File: src/rtl/wlr_pkg.sv
`timescale 1ns/1ps
// Package: shared types for the line-latched word reader.
// Assumes: nothing beyond IEEE 1800-2017.
package wlr_pkg;

    // Policy for a write that targets the line currently held in the register.
    typedef enum logic {
        POL_PATCH = 1'b0,  // copy the written word into the held line
        POL_DROP  = 1'b1   // mark the held line empty
    } wr_policy_e;

endpackage

File: src/rtl/wlr_line_array.sv
`timescale 1ns/1ps
// Module: wlr_line_array
// Synthesizable model of the wide storage array. A read returns a whole
// line combinationally while rd_en is high, and zero otherwise. A write
// updates one word of a line on the clock edge.
// Assumes: callers never need read-during-write forwarding, because the
// top blocks reads while a write is in progress.
module wlr_line_array #(
    parameter int WORD_W = 64,
    parameter int WPL    = 4,
    parameter int LINES  = 16,
    localparam int LINE_W = WORD_W * WPL,
    localparam int OFF_W  = $clog2(WPL),
    localparam int IDX_W  = $clog2(LINES)
) (
    input  logic              clk,
    input  logic              rd_en,
    input  logic [IDX_W-1:0]  rd_line,
    output logic [LINE_W-1:0] rd_data,
    input  logic              wr_en,
    input  logic [IDX_W-1:0]  wr_line,
    input  logic [OFF_W-1:0]  wr_off,
    input  logic [WORD_W-1:0] wr_data
);

    logic [LINE_W-1:0] mem [LINES];

    // Purpose: store one written word into its line.
    always_ff @(posedge clk) begin
        if (wr_en) begin
            mem[wr_line][wr_off*WORD_W +: WORD_W] <= wr_data;
        end
    end

    // Purpose: drive the line outputs only while the array is enabled.
    always_comb begin
        rd_data = rd_en ? mem[rd_line] : '0;
    end

endmodule

File: src/rtl/wlr_tag_track.sv
`timescale 1ns/1ps
// Module: wlr_tag_track
// Records which line the register holds (tag plus valid bit). It decides
// hit or miss for each request and detects writes aimed at the held line.
// Assumes: a read and a write are never accepted in the same cycle.
module wlr_tag_track
    import wlr_pkg::*;
#(
    parameter int         IDX_W     = 4,
    parameter wr_policy_e WR_POLICY = POL_PATCH
) (
    input  logic             clk,
    input  logic             rst_n,
    input  logic             req_fire,
    input  logic [IDX_W-1:0] req_line,
    input  logic             wr_en,
    input  logic [IDX_W-1:0] wr_line,
    output logic             line_load,
    output logic             wr_hit
);

    logic [IDX_W-1:0] tag_q;
    logic             valid_q;
    logic             req_hit;
    logic             drop_line;

    // Purpose: compare the incoming addresses against the held tag.
    always_comb begin
        req_hit   = valid_q && (req_line == tag_q);
        line_load = req_fire && !req_hit;
        wr_hit    = wr_en && valid_q && (wr_line == tag_q);
    end

    // The write policy decides whether a write hit empties the register.
    generate
        if (WR_POLICY == POL_DROP) begin : g_drop
            assign drop_line = wr_hit;
        end else begin : g_keep
            assign drop_line = 1'b0;
        end
    endgenerate

    // Purpose: update the tag on a reload and the valid bit on reload or drop.
    always_ff @(posedge clk) begin
        if (!rst_n) begin
            tag_q   <= '0;
            valid_q <= 1'b0;
        end else if (line_load) begin
            tag_q   <= req_line;
            valid_q <= 1'b1;
        end else if (drop_line) begin
            valid_q <= 1'b0;
        end
    end

endmodule

File: src/rtl/wlr_line_hold.sv
`timescale 1ns/1ps
// Module: wlr_line_hold
// Line register, word-offset register and response flag, plus the word
// selector after the register. The response appears one cycle after
// acceptance.
// Assumes: line_load and patch_en are never high together.
module wlr_line_hold #(
    parameter int WORD_W = 64,
    parameter int WPL    = 4,
    localparam int LINE_W = WORD_W * WPL,
    localparam int OFF_W  = $clog2(WPL)
) (
    input  logic              clk,
    input  logic              rst_n,
    input  logic              req_fire,
    input  logic [OFF_W-1:0]  req_off,
    input  logic              line_load,
    input  logic [LINE_W-1:0] line_in,
    input  logic              patch_en,
    input  logic [OFF_W-1:0]  patch_off,
    input  logic [WORD_W-1:0] patch_data,
    output logic              rsp_valid,
    output logic [WORD_W-1:0] rsp_data
);

    logic [LINE_W-1:0] line_q;
    logic [OFF_W-1:0]  off_q;
    logic              rvalid_q;
    logic [WORD_W-1:0] words [WPL];

    // Purpose: capture a fresh line on a miss, or patch one word on a write hit.
    always_ff @(posedge clk) begin
        if (!rst_n) begin
            line_q <= '0;
        end else if (line_load) begin
            line_q <= line_in;
        end else if (patch_en) begin
            line_q[patch_off*WORD_W +: WORD_W] <= patch_data;
        end
    end

    // Purpose: remember the word offset and that a response is due.
    always_ff @(posedge clk) begin
        if (!rst_n) begin
            off_q    <= '0;
            rvalid_q <= 1'b0;
        end else begin
            rvalid_q <= req_fire;
            if (req_fire) begin
                off_q <= req_off;
            end
        end
    end

    // Split the held line into its words.
    generate
        for (genvar k = 0; k < WPL; k++) begin : g_word
            assign words[k] = line_q[k*WORD_W +: WORD_W];
        end
    endgenerate

    // Purpose: pick the addressed word out of the held line.
    always_comb begin
        rsp_data  = words[off_q];
        rsp_valid = rvalid_q;
    end

endmodule

File: src/rtl/wide_line_reader.sv
`timescale 1ns/1ps
// Module: wide_line_reader (top)
// Word reader in front of a wide array. A miss enables the array once
// and latches the whole line. Hits in the same line come from the latched
// copy. Counts array read enables.
// Assumes: a write takes priority over a read in the same cycle.
module wide_line_reader
    import wlr_pkg::*;
#(
    parameter int         WORD_W    = 64,
    parameter int         WPL       = 4,
    parameter int         LINES     = 16,
    parameter int         CNT_W     = 32,
    parameter wr_policy_e WR_POLICY = POL_PATCH,
    localparam int LINE_W = WORD_W * WPL,
    localparam int OFF_W  = $clog2(WPL),
    localparam int IDX_W  = $clog2(LINES),
    localparam int ADDR_W = IDX_W + OFF_W
) (
    input  logic              clk,
    input  logic              rst_n,
    input  logic              req_valid,
    output logic              req_ready,
    input  logic [ADDR_W-1:0] req_addr,
    output logic              rsp_valid,
    output logic [WORD_W-1:0] rsp_data,
    input  logic              wr_en,
    input  logic [ADDR_W-1:0] wr_addr,
    input  logic [WORD_W-1:0] wr_data,
    output logic [CNT_W-1:0]  act_count
);

    logic              req_fire;
    logic [IDX_W-1:0]  req_line;
    logic [OFF_W-1:0]  req_off;
    logic [IDX_W-1:0]  wr_line;
    logic [OFF_W-1:0]  wr_off;
    logic              line_load;
    logic              wr_hit;
    logic              patch_en;
    logic [LINE_W-1:0] array_line;
    logic [CNT_W-1:0]  act_q;

    // Purpose: handshake and address split into line index and word index.
    always_comb begin
        req_ready = !wr_en;
        req_fire  = req_valid && req_ready;
        req_line  = req_addr[ADDR_W-1:OFF_W];
        req_off   = req_addr[OFF_W-1:0];
        wr_line   = wr_addr[ADDR_W-1:OFF_W];
        wr_off    = wr_addr[OFF_W-1:0];
    end

    // The policy selects whether a write hit patches the held line.
    generate
        if (WR_POLICY == POL_PATCH) begin : g_patch
            assign patch_en = wr_hit;
        end else begin : g_nopatch
            assign patch_en = 1'b0;
        end
    endgenerate

    wlr_tag_track #(
        .IDX_W     (IDX_W),
        .WR_POLICY (WR_POLICY)
    ) u_tag (
        .clk       (clk),
        .rst_n     (rst_n),
        .req_fire  (req_fire),
        .req_line  (req_line),
        .wr_en     (wr_en),
        .wr_line   (wr_line),
        .line_load (line_load),
        .wr_hit    (wr_hit)
    );

    wlr_line_array #(
        .WORD_W (WORD_W),
        .WPL    (WPL),
        .LINES  (LINES)
    ) u_array (
        .clk     (clk),
        .rd_en   (line_load),
        .rd_line (req_line),
        .rd_data (array_line),
        .wr_en   (wr_en),
        .wr_line (wr_line),
        .wr_off  (wr_off),
        .wr_data (wr_data)
    );

    wlr_line_hold #(
        .WORD_W (WORD_W),
        .WPL    (WPL)
    ) u_hold (
        .clk        (clk),
        .rst_n      (rst_n),
        .req_fire   (req_fire),
        .req_off    (req_off),
        .line_load  (line_load),
        .line_in    (array_line),
        .patch_en   (patch_en),
        .patch_off  (wr_off),
        .patch_data (wr_data),
        .rsp_valid  (rsp_valid),
        .rsp_data   (rsp_data)
    );

    // Purpose: count each cycle in which the array is read.
    always_ff @(posedge clk) begin
        if (!rst_n) begin
            act_q <= '0;
        end else if (line_load) begin
            act_q <= act_q + 1'b1;
        end
    end

    assign act_count = act_q;

endmodule

File: config.mk
export PLATFORM = sky130hd
export DESIGN_NAME = wide_line_reader
export DESIGN_NICKNAME = d
export VERILOG_FILES = /design/src/rtl/wlr_pkg.sv /design/src/rtl/wlr_line_array.sv /design/src/rtl/wlr_tag_track.sv /design/src/rtl/wlr_line_hold.sv /design/src/rtl/wide_line_reader.sv
export SDC_FILE = /design/constraint.sdc
export NUM_CORES = 2
export LEC_CHECK = 0
export BUFFER_PORTS_ARGS = -buffer_cell sky130_fd_sc_hd__clkbuf_2
export CAP_MARGIN = 20
export CORE_ASPECT_RATIO = 1.1
export CORE_MARGIN = 2
export CORE_UTILIZATION = 45
export CTS_CLUSTER_SIZE = 25
export DETAILED_ROUTE_END_ITERATION = 10
export SLEW_MARGIN = 25
export SYNTH_ARGS = -nofsm -noshare
export SYNTH_HDL_FRONTEND = slang
export SYNTH_SLANG_ARGS = --single-unit
File: constraint.sdc
create_clock -name clk -period 5.13 [get_ports clk]
set_input_delay 1.026 -clock clk [delete_from_list [all_inputs] [get_ports clk]]
set_output_delay 1.026 -clock clk [all_outputs]
set_load 0.01 [all_outputs]
## Word-level counts from Yosys, hierarchy flattened

Memory sizes are Yosys's and may differ from the RTL's.
Index checks and enable logic that the tools add are counted.

- Add/sub/neg operators: 2
- Equality and inequality tests: 2
- Shift-type cells: 2
- Bitwise logic cells: 1
- Magnitude comparators: 1
- Reductions and logical operators: 8
- Muxes and demuxes: 8

Operator list:

| cell | count |
|---|---|
| $mux 256 | 3 |
| $bwmux 256 | 1 |
| $shift 64x34->256 const A | 1 |
| $shiftx 64x34->256 | 1 |
| $bmux 64 s2 | 1 |
| $mux 64 | 2 |
| $neg 8->34 | 1 |
| $add 32x1->32 const B | 1 |
| $eq 4x4->1 | 2 |
| $logic_and 1x1->1 | 5 |
| $ge 3x3->1 const B | 1 |
| $not 2->3 | 1 |
| $logic_not 1->1 | 2 |
| $reduce_bool 2->1 | 1 |
| $mux 1 | 1 |

- RAM bits: 4,096
- Bits in registers: 296
- Memories kept: 1
- Output and inout port bits: 98

Memory list:

| name | words | width | rd ports | clocked after memory_dff | write ports | line | text |
|---|---|---|---|---|---|---|---|
| u_array.mem | 16 | 256 | 1 | 0 | 1 | wlr_line_array.sv:26 | `logic [LINE_W-1:0] mem [LINES];` |

## Depth between registers and ports, before layout

- Word-level depth: 5
- Depth in mapped cells: 11

## Cells and area by module

Synthesis repeated with hierarchy kept, for this count alone.

- Cells, all modules: 10,140
- Area, all modules: 173,325.0 µm²

By module, submodules not included:

| module | cells an instance | instances | area an instance (µm²) |
|---|---|---|---|
| wlr_line_array | 8,668 | 1 | 159,336.6 |
| wlr_line_hold | 1,269 | 1 | 12,194.2 |
| wide_line_reader | 172 | 1 | 1,496.4 |
| wlr_tag_track | 31 | 1 | 297.8 |

## Worst setup path before layout

OpenSTA, ideal clock, no wires.

- Path kind: in2reg
- Start: input wr_addr[0]
- End: memory u_array.mem[11][0] (netlist bit), enable pin
- Required time: 4.643 ns
- Data arrival time: 4.409 ns
- Path buffers: 1
- Path slack: 0.235 ns
- Setup time: 0.487 ns
- Stages: 5
- Cells stage by stage: inv_1 ha_1 nand2_1 clkbuf_1 nor2_1

- Word-level cells in the longest chain between the ends: 3

Ends and longest elaborated chain:

| element | line | text |
|---|---|---|
| start, declared | wide_line_reader.sv:28 | `input logic [ADDR_W-1:0] wr_addr,` |
| $neg 8->34 | wlr_line_array.sv:31 | `mem[wr_line][wr_off*WORD_W +: WORD_W] <= wr_data;` |
| $shift 64x34->256 | wlr_line_array.sv:31 |  |
| $mux 256 (implied by the code) | wlr_line_array.sv:31 |  |
| end, declared | wlr_line_array.sv:26 |  |

No other way between the ends.

## Worst setup path in the final report

- Start: register u_hold.off_q[1]
- End: output rsp_data[0]

- Word-level cells in the longest chain between the ends: 4

Ends and longest elaborated chain:

| element | line | text |
|---|---|---|
| start, declared | wlr_line_hold.sv:27 | `logic [OFF_W-1:0] off_q;` |
| start signal, assigned | wlr_line_hold.sv:50 | `off_q <= req_off;` |
| $not 2->3 (implied by the code) | wlr_line_hold.sv:64 | `rsp_data = words[off_q];` |
| $bmux 64 s2 | wlr_line_hold.sv:64 |  |
| $mux 64 (implied by the code) (2 in series) | wlr_line_hold.sv:64 |  |
| end, declared | wide_line_reader.sv:26 | `output logic [WORD_W-1:0] rsp_data,` |

No other way between the ends. The select of a mux whose other input is x is not followed.

==> summary.txt <==
Setup path
  • Critical path capture point type: output port
  • Max Fanout on Critical Path: 31
  • Reg2reg start: u_tag.tag_q[1]
  • WP data required: about 4.1 ns
  • Critical path arrival: 3.12 ns
  • Critical path origin: u_hold.off_q[1]
  • Critical path class: flop to output port
  • Startpoint types: flop
  • Setup slack, reg-to-reg: approximately 1.4 ns

CTS
  • Later-pin clock latency in the skew report: 1.00 ns
  • Root Driver: clkbuf_16
  • CTS max path bufs: 4
  • Cts bufs inserted: 430
  • Clock Sinks: roughly 4400
  • # hold bufs at CTS: 0
  • Clock slew seen by the registers of the worst setup and hold paths: 0.06 ns
  • CTS tree: built
  • PostCTS Resize Cnt: 0
  • Post-CTS setup buffers: 0
  • H-tree Lvls: 5

Drt
  • Routed WL: slightly above 500000 um
  • Via-per-instance ratio: 6.43
  • WL met2: between 200000 and 250000 um
  • DRT Pass-1 Iters: 8
  • Max Used Layer: met5
  • Drc violations: 0
  • WL per Instance: 37.4 um
  • Final ANT Viol Nets: 0
  • Routed length on met1: approximately 200000 um
  • Initial DRC Count: 13200
  • Routed wl met3: 59800 um
  • Routed vias: 88700

Floorplan
  • Die Ht: 649 um
  • Core ar.: 0.376 mm^2
  • Cell row count: 236
  • I/O pins: 178
  • Initial Util: 45.2%
  • Die area: 0.383 mm^2
  • Die W: 590 um

Timing
  • TNS Setup: 0 ns
  • Hold Fails Final Rpt: 0
  • # setup viols final: 0
  • Fin Hold WS: 0.289 ns
  • Final setup margin: between 0.9 and 1 ns
  • RSZ-0062 raised after global routing: false
  • Max Freq: 241 MHz
  • Max Clock Skew: 0.0503 ns
  • Min Tclk post-route: between 4 and 5 ns
  • Pins over their slew limit: 0
  • Worst slew margin: 25.3%
  • Final cycle utilization of the critical path: between 80% and 90%
  • Pin slew with the least headroom to its limit: 1.12 ns

Logic synthesis
  • Synth Flop Type: edfxtp_1
  • Number of synthesized flops with an enable pin: 4096
  • Yosys warns: 0
  • Register area share after synthesis: 75.8%
  • Synth Instances: 7951
  • Synthesized flop and latch total: 4392
  • Mapped Area: 0.170 mm^2
  • Mapped Nets: 8037
  • Synth cell types: between 60 and 70
  • Ys async rst share: 0%
  • Syn Area/Cell: 21.4 um^2

Pwr
  • Pwr dens: 384 mW/mm^2
  • VDD IR-drop max: between 0.3 and 0.4 mV
  • Lkg Pwr: 51.0 nW
  • Clk pwr share: 42.4%
  • Sw Ratio: between 20% and 30%
  • Pint: 58.5 mW
  • Register share of total power: 53.3%
  • Psw: 16.1 mW
  • Logic pwr share: 4.3%

Cells and area
  • Share of cells above drive strength 1: between 20% and 30%
  • Final nets: 8463
  • Final core utilization: a little over 50%
  • Area delta synth->final: 14.1%
  • Finished Layout Cells: 13800
  • Number of fill cells: 29100
  • Multi-input gate area: 0.0394 mm^2
  • Seq. cell area: 0.129 mm^2

Global route
  • Largest net degree at the start of global routing: about 120
  • Total track usage: a little over a quarter
  • Vias in the first global route: 86600
  • Initial antenna violation count: 94
  • First-pass GRT wire length: 709000 um
  • Overflow after GRT: 0

Place
  • Detailed placement HPWL: around 300000 um
  • DP Cell Count: 12900
  • IO Port Bufs: approximately 180
  • Placer's final routability congestion estimate: 0.867
  • Placement Setup Slack: roughly 0.9 ns

Min path
  • Hold Startpoint: req_addr[0]
  • Worst hold path class: input port to flop

Outcome
  • Status: finished, final reports clean

Job
  • Max-cap violations: 0
-- power by group through the flow --
stage,sequential (mW),combinational [mW],clock (mW)
after floorplan,40.1,1.84,0
after global placement,40.5,3.13,0
after detailed placement,40.5,3.18,0
after CTS,39.7,3.18,32.0
after global routing,39.7,3.33,33.4
final,39.8,3.18,31.7
-- final timing paths --
check,to,depth (start not counted)
worst max-delay path,rsp_data[0],3
worst min-delay path,u_hold.off_q[0],3
worst max register to register,u_hold.line_q[77],6
worst min register to register,u_hold.line_q[99],2
-- synth_stat cells (all sizes together) (89+ instances only) --
cell type  count  share of area [%]
and2         253               0.93
mux2i        106               0.62
nor2b         89               0.33
nor2         162               0.36
nand2        204               0.45
buf          233               0.68
a211oi       142               0.63
edfxtp      4096                 72
dfxtp        296                3.5
mux2         192                1.3
a21oi        138               0.41
mux4        1149                 15
clkbuf       275               0.61
-- placed cells by master (no fill, tap or decap), types with 36 or more instances in the layout --
cell type / instances
edfxtp_1: 4096
mux4_2: 1149
clkbuf_16: 438
dfxtp_1: 294
and2_1: 253
nand2_1: 203
mux2_2: 192
buf_4: 187
clkbuf_2: 172
a211oi_1: 142
a21oi_1: 137
buf_12: 136
clkbuf_1: 133
mux2i_1: 106
nor2_1: 92
nor2b_1: 88
nand3_1: 84
clkinv_2: 67
nor2_4: 66
a311oi_1: 66
a221o_1: 63
clkinv_1: 61
a222oi_1: 56
diode_2: 50
clkbuf_8: 38
bufinv_16: 37
inv_1: 36
o21ai_0: 36
-- per-layer routing --
metal  up-vias  track usage (%)
met3       724             6.14
met2      5346             41.0
met4        22             9.95
li1      34400                -
met5         -                0
met1     48200             37.4
-- worst max-delay path, stage by stage (launching register included) --
cell	delay (ns)
dfxtp_4	0.80
buf_4	0.53
mux4_2	0.47
clkbuf_2	0.20
-- stage by stage --
step                      instance area, um^2  power, mW
after floorplan                        170000       42.0
after global placement                 180000       43.6
after detailed placement               180000       43.7
after CTS                              194000       74.9
after global routing                   194000       76.4
final                                  194000       74.6
-- sequential cells by signal, summed over array words and instances (netlist names) --
name	flops
u_tag.valid_q	1
u_hold.line_q	256
act_count	32
u_hold.off_q	2
u_array.mem	4096
u_tag.tag_q	4
u_hold.rsp_valid	1
-- cell families (layout without fill, tap and decap cells) --
logic type	count (synthesis)	in the layout	share of synthesized area (%)
flops	4392	4392	75.8
mux	1447	1447	17.1
simple gates	893	893	2.70
compound gates	650	650	2.89
buf+inv	545	1351	1.37
xor+xnor	18	18	0.0971
fa+ha+maj	6	6	0.0441
other cells	0	50	0
-- layout make-up --
type                            instances  area share [%]
Multi-Input combinational cell       3014            20.3
Inverter                               37          0.0754
Clock inverter                        203            1.09
Clock buffer                          609            6.17
Antenna cell                           50          0.0645
Timing Repair Buffer                  502            2.62
Sequential cell                      4392            66.4
Tap cell                             4998            3.22
No activity file was read; power rests on OpenSTA's default activity.
